==> config.mk <==
export PLATFORM = sky130hd
export DESIGN_NAME = dec32_cascade
export DESIGN_NICKNAME = d
export VERILOG_FILES = /design/src/rtl/dec_pkg.sv /design/src/rtl/dec_bank_pre.sv /design/src/rtl/dec_group.sv /design/src/rtl/dec32_cascade.sv
export SDC_FILE = /design/constraint.sdc
export NUM_CORES = 1
export LEC_CHECK = 0
export ABC_AREA = 1
export BUFFER_PORTS_ARGS = -buffer_cell sky130_fd_sc_hd__buf_2
export CAP_MARGIN = 20
export CORE_AREA = 4 4 41 43
export DETAILED_ROUTE_END_ITERATION = 10
export DIE_AREA = 0 0 45 47
export SLEW_MARGIN = 25
export SYNTH_ARGS = -nofsm -noshare
export SYNTH_HDL_FRONTEND = slang
export SYNTH_SLANG_ARGS = --single-unit
==> constraint.sdc <==
create_clock -name vclk -period 1.1
set_input_delay 0.165 -clock vclk [all_inputs]
set_output_delay 0.165 -clock vclk [all_outputs]
set_load 0.01 [all_outputs]
==> src/rtl/dec_pkg.sv <==
// Package dec_pkg
// Shared types for the cascaded decoder. The gate bundle groups the three
// enables that every group decoder receives; helpers evaluate it.
package dec_pkg;

    // Enable bundle of one group decoder: one active-high, two active-low.
    typedef struct packed {
        logic act_hi;
        logic act_lo_a_n;
        logic act_lo_b_n;
    } gate_t;

    // True when all three enables of a bundle are in their active state.
    function automatic logic gate_open(input gate_t g);
        return g.act_hi & ~g.act_lo_a_n & ~g.act_lo_b_n;
    endfunction

endpackage

==> src/rtl/dec_bank_pre.sv <==
// Module dec_bank_pre
// Bank stage: a binary-to-one-hot decoder with an active-low enable and
// active-low outputs. With the enable inactive every output is high.
// Assumes: IN_W is small (the output count is 2**IN_W).
module dec_bank_pre #(
    parameter int IN_W = 2,
    localparam int OUT_N = 1 << IN_W
) (
    input  logic [IN_W-1:0]  sel_i,
    input  logic             en_n,
    output logic [OUT_N-1:0] y_n
);

    // One comparator per output line, gated by the enable.
    for (genvar k = 0; k < OUT_N; k++) begin : g_line
        assign y_n[k] = ~(~en_n & (sel_i == IN_W'(k)));
    end

endmodule

==> src/rtl/dec_group.sv <==
// Module dec_group
// Group stage: a SEL_W-to-2**SEL_W decoder gated by three enables of mixed
// polarity. Output i goes low only when the select equals i (bit SEL_W-1 is
// the most significant) and the gate bundle is fully open.
// Assumes: SEL_W is small.
module dec_group
    import dec_pkg::*;
#(
    parameter int SEL_W = 3,
    localparam int OUT_N = 1 << SEL_W
) (
    input  logic [SEL_W-1:0] sel_i,
    input  gate_t            gate_i,
    output logic [OUT_N-1:0] y_n
);

    logic open_w;

    // Evaluate the three enables once for the whole group.
    assign open_w = gate_open(gate_i);

    // One minterm per output line.
    for (genvar i = 0; i < OUT_N; i++) begin : g_line
        assign y_n[i] = ~(open_w & (sel_i == SEL_W'(i)));
    end

endmodule

==> src/rtl/dec32_cascade.sv <==
// Module dec32_cascade
// Top of the cascaded decoder. The upper BANK_W code bits drive the bank
// stage. Each bank strobe opens one group decoder, which also receives the
// shared enables and the low SEL_W code bits. The group outputs are placed
// side by side so that bank b owns lines b*LINES .. b*LINES+LINES-1.
// Assumes: purely combinational use; no clock or reset.
module dec32_cascade
    import dec_pkg::*;
#(
    parameter int BANK_W = 2,
    parameter int SEL_W  = 3,
    localparam int CODE_W = BANK_W + SEL_W,
    localparam int BANKS  = 1 << BANK_W,
    localparam int LINES  = 1 << SEL_W,
    localparam int OUT_N  = BANKS * LINES
) (
    input  logic [CODE_W-1:0] code_i,
    input  logic              bank_en_n,
    input  logic              grp_en,
    input  logic              grp_en_n,
    output logic [OUT_N-1:0]  sel_n
);

    logic [BANKS-1:0] bank_sel_n;

    // Bank stage on the upper code bits.
    dec_bank_pre #(.IN_W(BANK_W)) u_bank (
        .sel_i (code_i[CODE_W-1:SEL_W]),
        .en_n  (bank_en_n),
        .y_n   (bank_sel_n)
    );

    // One gated group decoder per bank.
    for (genvar b = 0; b < BANKS; b++) begin : g_bank
        gate_t gate_w;

        // Bundle the shared enables with this bank's strobe.
        assign gate_w = '{act_hi: grp_en, act_lo_a_n: bank_sel_n[b],
                          act_lo_b_n: grp_en_n};

        dec_group #(.SEL_W(SEL_W)) u_grp (
            .sel_i  (code_i[SEL_W-1:0]),
            .gate_i (gate_w),
            .y_n    (sel_n[b*LINES +: LINES])
        );
    end

endmodule

==> results of run 1 <==
## timing repair
item                       4_1_cts  5_1_grt
pin swaps                        0        4
setup endpoints to repair       27       32
gates resized for setup          4       30
hold buffers                     0        0
## layout by cell type (no fill, tap or decap)
cell | synthesis | final
buf_2 | 0 | 30
buf_4 | 0 | 4
buf_6 | 0 | 12
buf_8 | 0 | 1
clkbuf_4 | 0 | 1
inv_1 | 3 | 3
inv_2 | 2 | 2
nand2_1 | 38 | 29
nand2_2 | 0 | 6
nand2_4 | 0 | 3
nor2_1 | 3 | 2
nor2_4 | 0 | 5
nor3_1 | 1 | 1
nor3_2 | 5 | 4
nor3_4 | 0 | 1
## layer usage
| metal | vias up | share of wire [%] | track usage (%) |
|---|---|---|---|
| li1 | 266 | - | - |
| met1 | 205 | 41 | 16.0 |
| met2 | 34 | 45 | 16.1 |
| met3 | 0 | 14 | 0.383 |
| met4 | 0 | 0 | 0 |
| met5 | - | 0 | 0 |
## cells by family after synthesis
group                  share of synthesized area (%)
buffers and inverters                           7.43
AND/OR/NAND/NOR                                 92.6
## power by group through the flow
| stage | clock network, mW | registers (mW) | logic (mW) |
|---|---|---|---|
| 2_1_floorplan | 0 | 0 | 0.0403 |
| 3_3_place_gp | 0 | 0 | 0.0815 |
| 3_5_place_dp | 0 | 0 | 0.0831 |
| 4_1_cts | 0 | 0 | 0.0857 |
| 5_1_grt | 0 | 0 | 0.121 |
| 6_report | 0 | 0 | 0.112 |
## final cells by class
type	instances	share of cell area, %
Inverter	5	2.76
Multi-Input combinational cell	51	44.9
Tap cell	15	2.76
Timing Repair Buffer	48	49.6
## stage by stage
stage | hold slack (ps) | setup slack [ps] | instances | util (%) | TNS (ps)
2_1_floorplan | 460 | 214 | 56 | - | 0
3_3_place_gp | 719 | -35.2 | 119 | 40.9 | -463
3_5_place_dp | 726 | -47.9 | 119 | 40.9 | -725
4_1_cts | 724 | -10.5 | 119 | 41.9 | -39.1
5_1_grt | 743 | -51.7 | 119 | 52.3 | -560
6_report | 711 | -10.6 | 119 | 52.3 | -10.6
## worst max-delay path: stages
cell and delay (ps):
buf_6 100, nor2_4 110, nand2_4 100, nor2_4 120, buf_8 150, nand2_1 50
buf_2 140
## worst min path at each step
stage	to	slack [ps]	cells past startpoint
after detailed placement	sel_n[9]	730	4
after global placement	sel_n[2]	720	4
after CTS	sel_n[9]	720	4
final	sel_n[1]	710	4
after floorplan	sel_n[13]	460	2
after global routing	sel_n[1]	740	4
==> impl_results.md, run 1 <==
- Status: finished with violations
- Failing checks: setup timing
- Post-synthesis sequential area ratio: 0%
- Worst-path maximum fanout: 8
- Layout cells sized above 1: 66.3%
- Cells after Synth: 56
- Slew headroom: between 70% and 80%
- CP Capture Type: output port
- Final instance area: around 700 um2
- Area share of the largest cell type after synthesis: ~56%
- Core ar.: approximately 0.0013 mm2
- GRT overflow: 0
- Vias per Instance: 4.24
- Net Switching: between 60 and 70 uW
- First-pass DRT Iterations: 4
- Final setup fails: 1
- Die ar.: 0.00212 mm2
- Achievable clock frequency: 900 MHz
- First-pass GRT wire length: 1730 um
- RSZ-0062 raised after global routing: true
- Final max-slew violation count: 0
- Final wirelength: 1240 um
- Count of cell types in the netlist: 7
- Switching share of power: 60.9%
- Largest cells by area after synthesis: nand2_1, nor3_2, nor2_2
- Routability cong.: 0.723
- Internal Power: 43.9 uW
- Final Hold Vio Count: 0
- Fillcell total: 136
- Worst-margin pin slew: a little over 300 ps
- Nets: approximately 110
- Largest net degree at the start of global routing: 9
- Die X-Extent: 45 um
- DRT iter0 DRCs: 3
- Syn nets: 64
- Combinational share of power: 100.0%
- Clk_buf instances: 0
- Area delta synth->final: 169%
- Hold path startpoint: code_i[2]
- Critical Path RT: 940 ps
- Critical Setup Path Class: input port to output port
- Clock network power share: 0%
- Static Leak: about 0.29 nW
- Fin worst setup slack: -10.6 ps
- Worst setup SP type: input port
- DRC errors left: 0
- Area of the multi-input gates: 305 um2
- Register cell area after layout: 0 um2
- PwrDens: roughly 160 mW/mm2
- Tot GR Track Use: just over 10%
- Synth cell count leaders: nand2_1, nor3_2, nor2_2
- I/O pin count: 40
- Initial core utilization: between 10% and 20%
- Critical path origin: grp_en_n
- Ratio of final minimum period to clock period: 101%
- Number of post-CTS setup repair buffers: 0
- Min Tclk post-route: 1110 ps
- Min-Delay Path Class: input port to output port
- Placed cell area: around 530 um2
- VDD IR-drop max: 0.151 mV
- Pwr Total: 112 uW
- DPL Wire Length: 924 um
- Mapped Area: 253 um2
- Input/output buffers: 40
- Vias in the first global route: 414
- Maxcap violations: 0
- Diode count: 0
- Row count: 13
- Die Ht: 47 um
- ANT nets after route: 0
- Initial antenna violation count: 0
- Seq Cell Count: 0
- DR WL/cell: 10.4 um
- Via count: 505
- Syn avg cell area: about 4.5 um2
- Sequential share of power: 0%
- Synth Warn #: 0
- Most frequent cell after synthesis: nand2_1
- Biggest area consumer among synthesized cells: nand2_1
- CP Data Arrival Time: 950 ps
- Critical Path End: sel_n[2]
(Power assumes the default switching activity.)
==> run 2, diff against run 1 <==
--- a/config.mk
+++ b/config.mk
@@ -11,6 +11,7 @@
 export CORE_AREA = 4 4 41 43
 export DETAILED_ROUTE_END_ITERATION = 10
 export DIE_AREA = 0 0 45 47
+export RECOVER_POWER = 25
 export SLEW_MARGIN = 25
 export SYNTH_ARGS = -nofsm -noshare
 export SYNTH_HDL_FRONTEND = slang
==> impl_results.md, run 2 (synthesis gave the netlist of run 1 again) <==
- Hold path cells: 4
- Vias in the first global route: 414
- First-pass DRT Iterations: 4
- VDD IR-drop max: 0.150 mV
- Row count: 13
- Die ar.: 0.00212 mm2
- Number of post-CTS setup repair buffers: 0
- DRC errors left: 0
- Maxcap violations: 0
- Largest stage delay, worst path: 150 ps
- Slew headroom: 79.7%
- Worst-margin pin slew: 302 ps
- Final Hold Vio Count: 0
- PwrDens: ~160 mW/mm2
- Min Tclk post-route: approximately 1100 ps
- DRT iter0 DRCs: 3
- Min-Delay Path Class: input port to output port
- Final max-slew violation count: 0
- Fin worst setup slack: -11.2 ps
- Hold-fix buffers at CTS: 0
- Worst setup SP type: input port
- Pwr Total: between 100 and 150 uW
- Ratio of final minimum period to clock period: 101%
- CP Capture Type: output port
- DR WL/cell: 10.3 um
- Via count: about 500
- Layout cells sized above 1: 66.3%
- Fin cells: 119
- Largest net degree at the start of global routing: 9
- Worst path slowest cell: buf_8
- Routability cong.: 0.723
- Seq Cell Count: 0
- Crit path cell chain: buf_6 -> nor2_4 -> nand2_4 -> nor2_4 -> buf_8 -> nand2_1 -> buf_2
- Critical Path RT: 940 ps
- Fin Hold WS: between 700 and 800 ps
- Diode count: 0
- Status: finished with violations
- Critical Setup Path Class: input port to output port
- DPL Wire Length: 924 um
- Achievable clock frequency: 900 MHz
- CP Data Arrival Time: 950 ps
- Register cell area after layout: 0 um2
- Clk_buf instances: 0
- Input/output buffers: 40
- Vias per Instance: about 4.2
- Final instance area: 681 um2
- Static Leak: 0.288 nW
- First-pass GRT wire length: 1730 um
- Die X-Extent: about 45 um
- Failing checks: setup timing
- Core ar.: roughly 0.0013 mm2
- Initial core utilization: 19.4%
- Initial antenna violation count: 0
- Die Ht: roughly 47 um
- Worst-path maximum fanout: 8
- Nets: 114
- Dpl ws: -47.9 ps
- Commonest cells after routing, fill and taps aside: buf_2, nand2_1, buf_6, nand2_2, nor2_4
- Area delta synth->final: 169%
- GRT overflow: 0
- Placed insts: about 120
- Placed cell area: 532 um2
- I/O pin count: 40
- Final setup fails: 1
- Tot GR Track Use: about a tenth
- Final wirelength: 1230 um
- Most common cell after layout, fill and taps aside: buf_2
- ANT nets after route: 0
- CP dominant cell by count: nor2_4
- RSZ-0062 raised after global routing: true
run 2: changes by cell type in the layout (fill, tap and decap cells not counted):
cell and change:
buf_4 -1, clkbuf_4 +1
run 2: layer usage:
| metal | share of wire, % | vias to the layer above | track usage [%] | routed length [um] |
|---|---|---|---|---|
| met1 | 40 | 203 | 16.0 | 492 |
| met5 | 0 | - | 0 | 0 |
| met3 | 14 | 0 | 0.383 | 171 |
| met4 | 0 | 0 | 0 | 0 |
| met2 | 46 | 34 | 16.1 | 565 |
| li1 | - | 266 | - | - |
run 2: final timing paths:
kind | start | to | slack [ps]
setup / recovery | grp_en_n | sel_n[2] | -10
hold / removal | code_i[2] | sel_n[1] | 710
run 2: cell type report:
type               instances  area [um2]
fillers                  136         621
repair buffers            48         338
multi-input cells         51         305
inverters                  5        18.8
well taps                 15        18.8
run 2: worst max-delay path: cells and delay by family:
kind                   cells  cell delay [ps]
buffers and inverters      3              390
and+or+nand+nor            4              380
run 2: where the power goes:
part / total, mW / switching [mW] / internal (mW)
combinational: 0.112 / 0.0680 / 0.0437
sequential: 0 / 0 / 0
clock: 0 / 0 / 0
total: 0.112 / 0.0680 / 0.0437
run 2: through the flow:
step                      utilization, %  TNS, ps
after floorplan                        -        0
after global placement              40.9     -463
after detailed placement            40.9     -725
after CTS                           41.9    -39.1
after global routing                52.3     -582
final                               52.3    -11.2
run 2: timing repair:
| item | in CTS | in global routing |
|---|---|---|
| pin swaps | 0 | 4 |
| setup endpoints to repair | 27 | 32 |
| gates resized for setup | 4 | 30 |
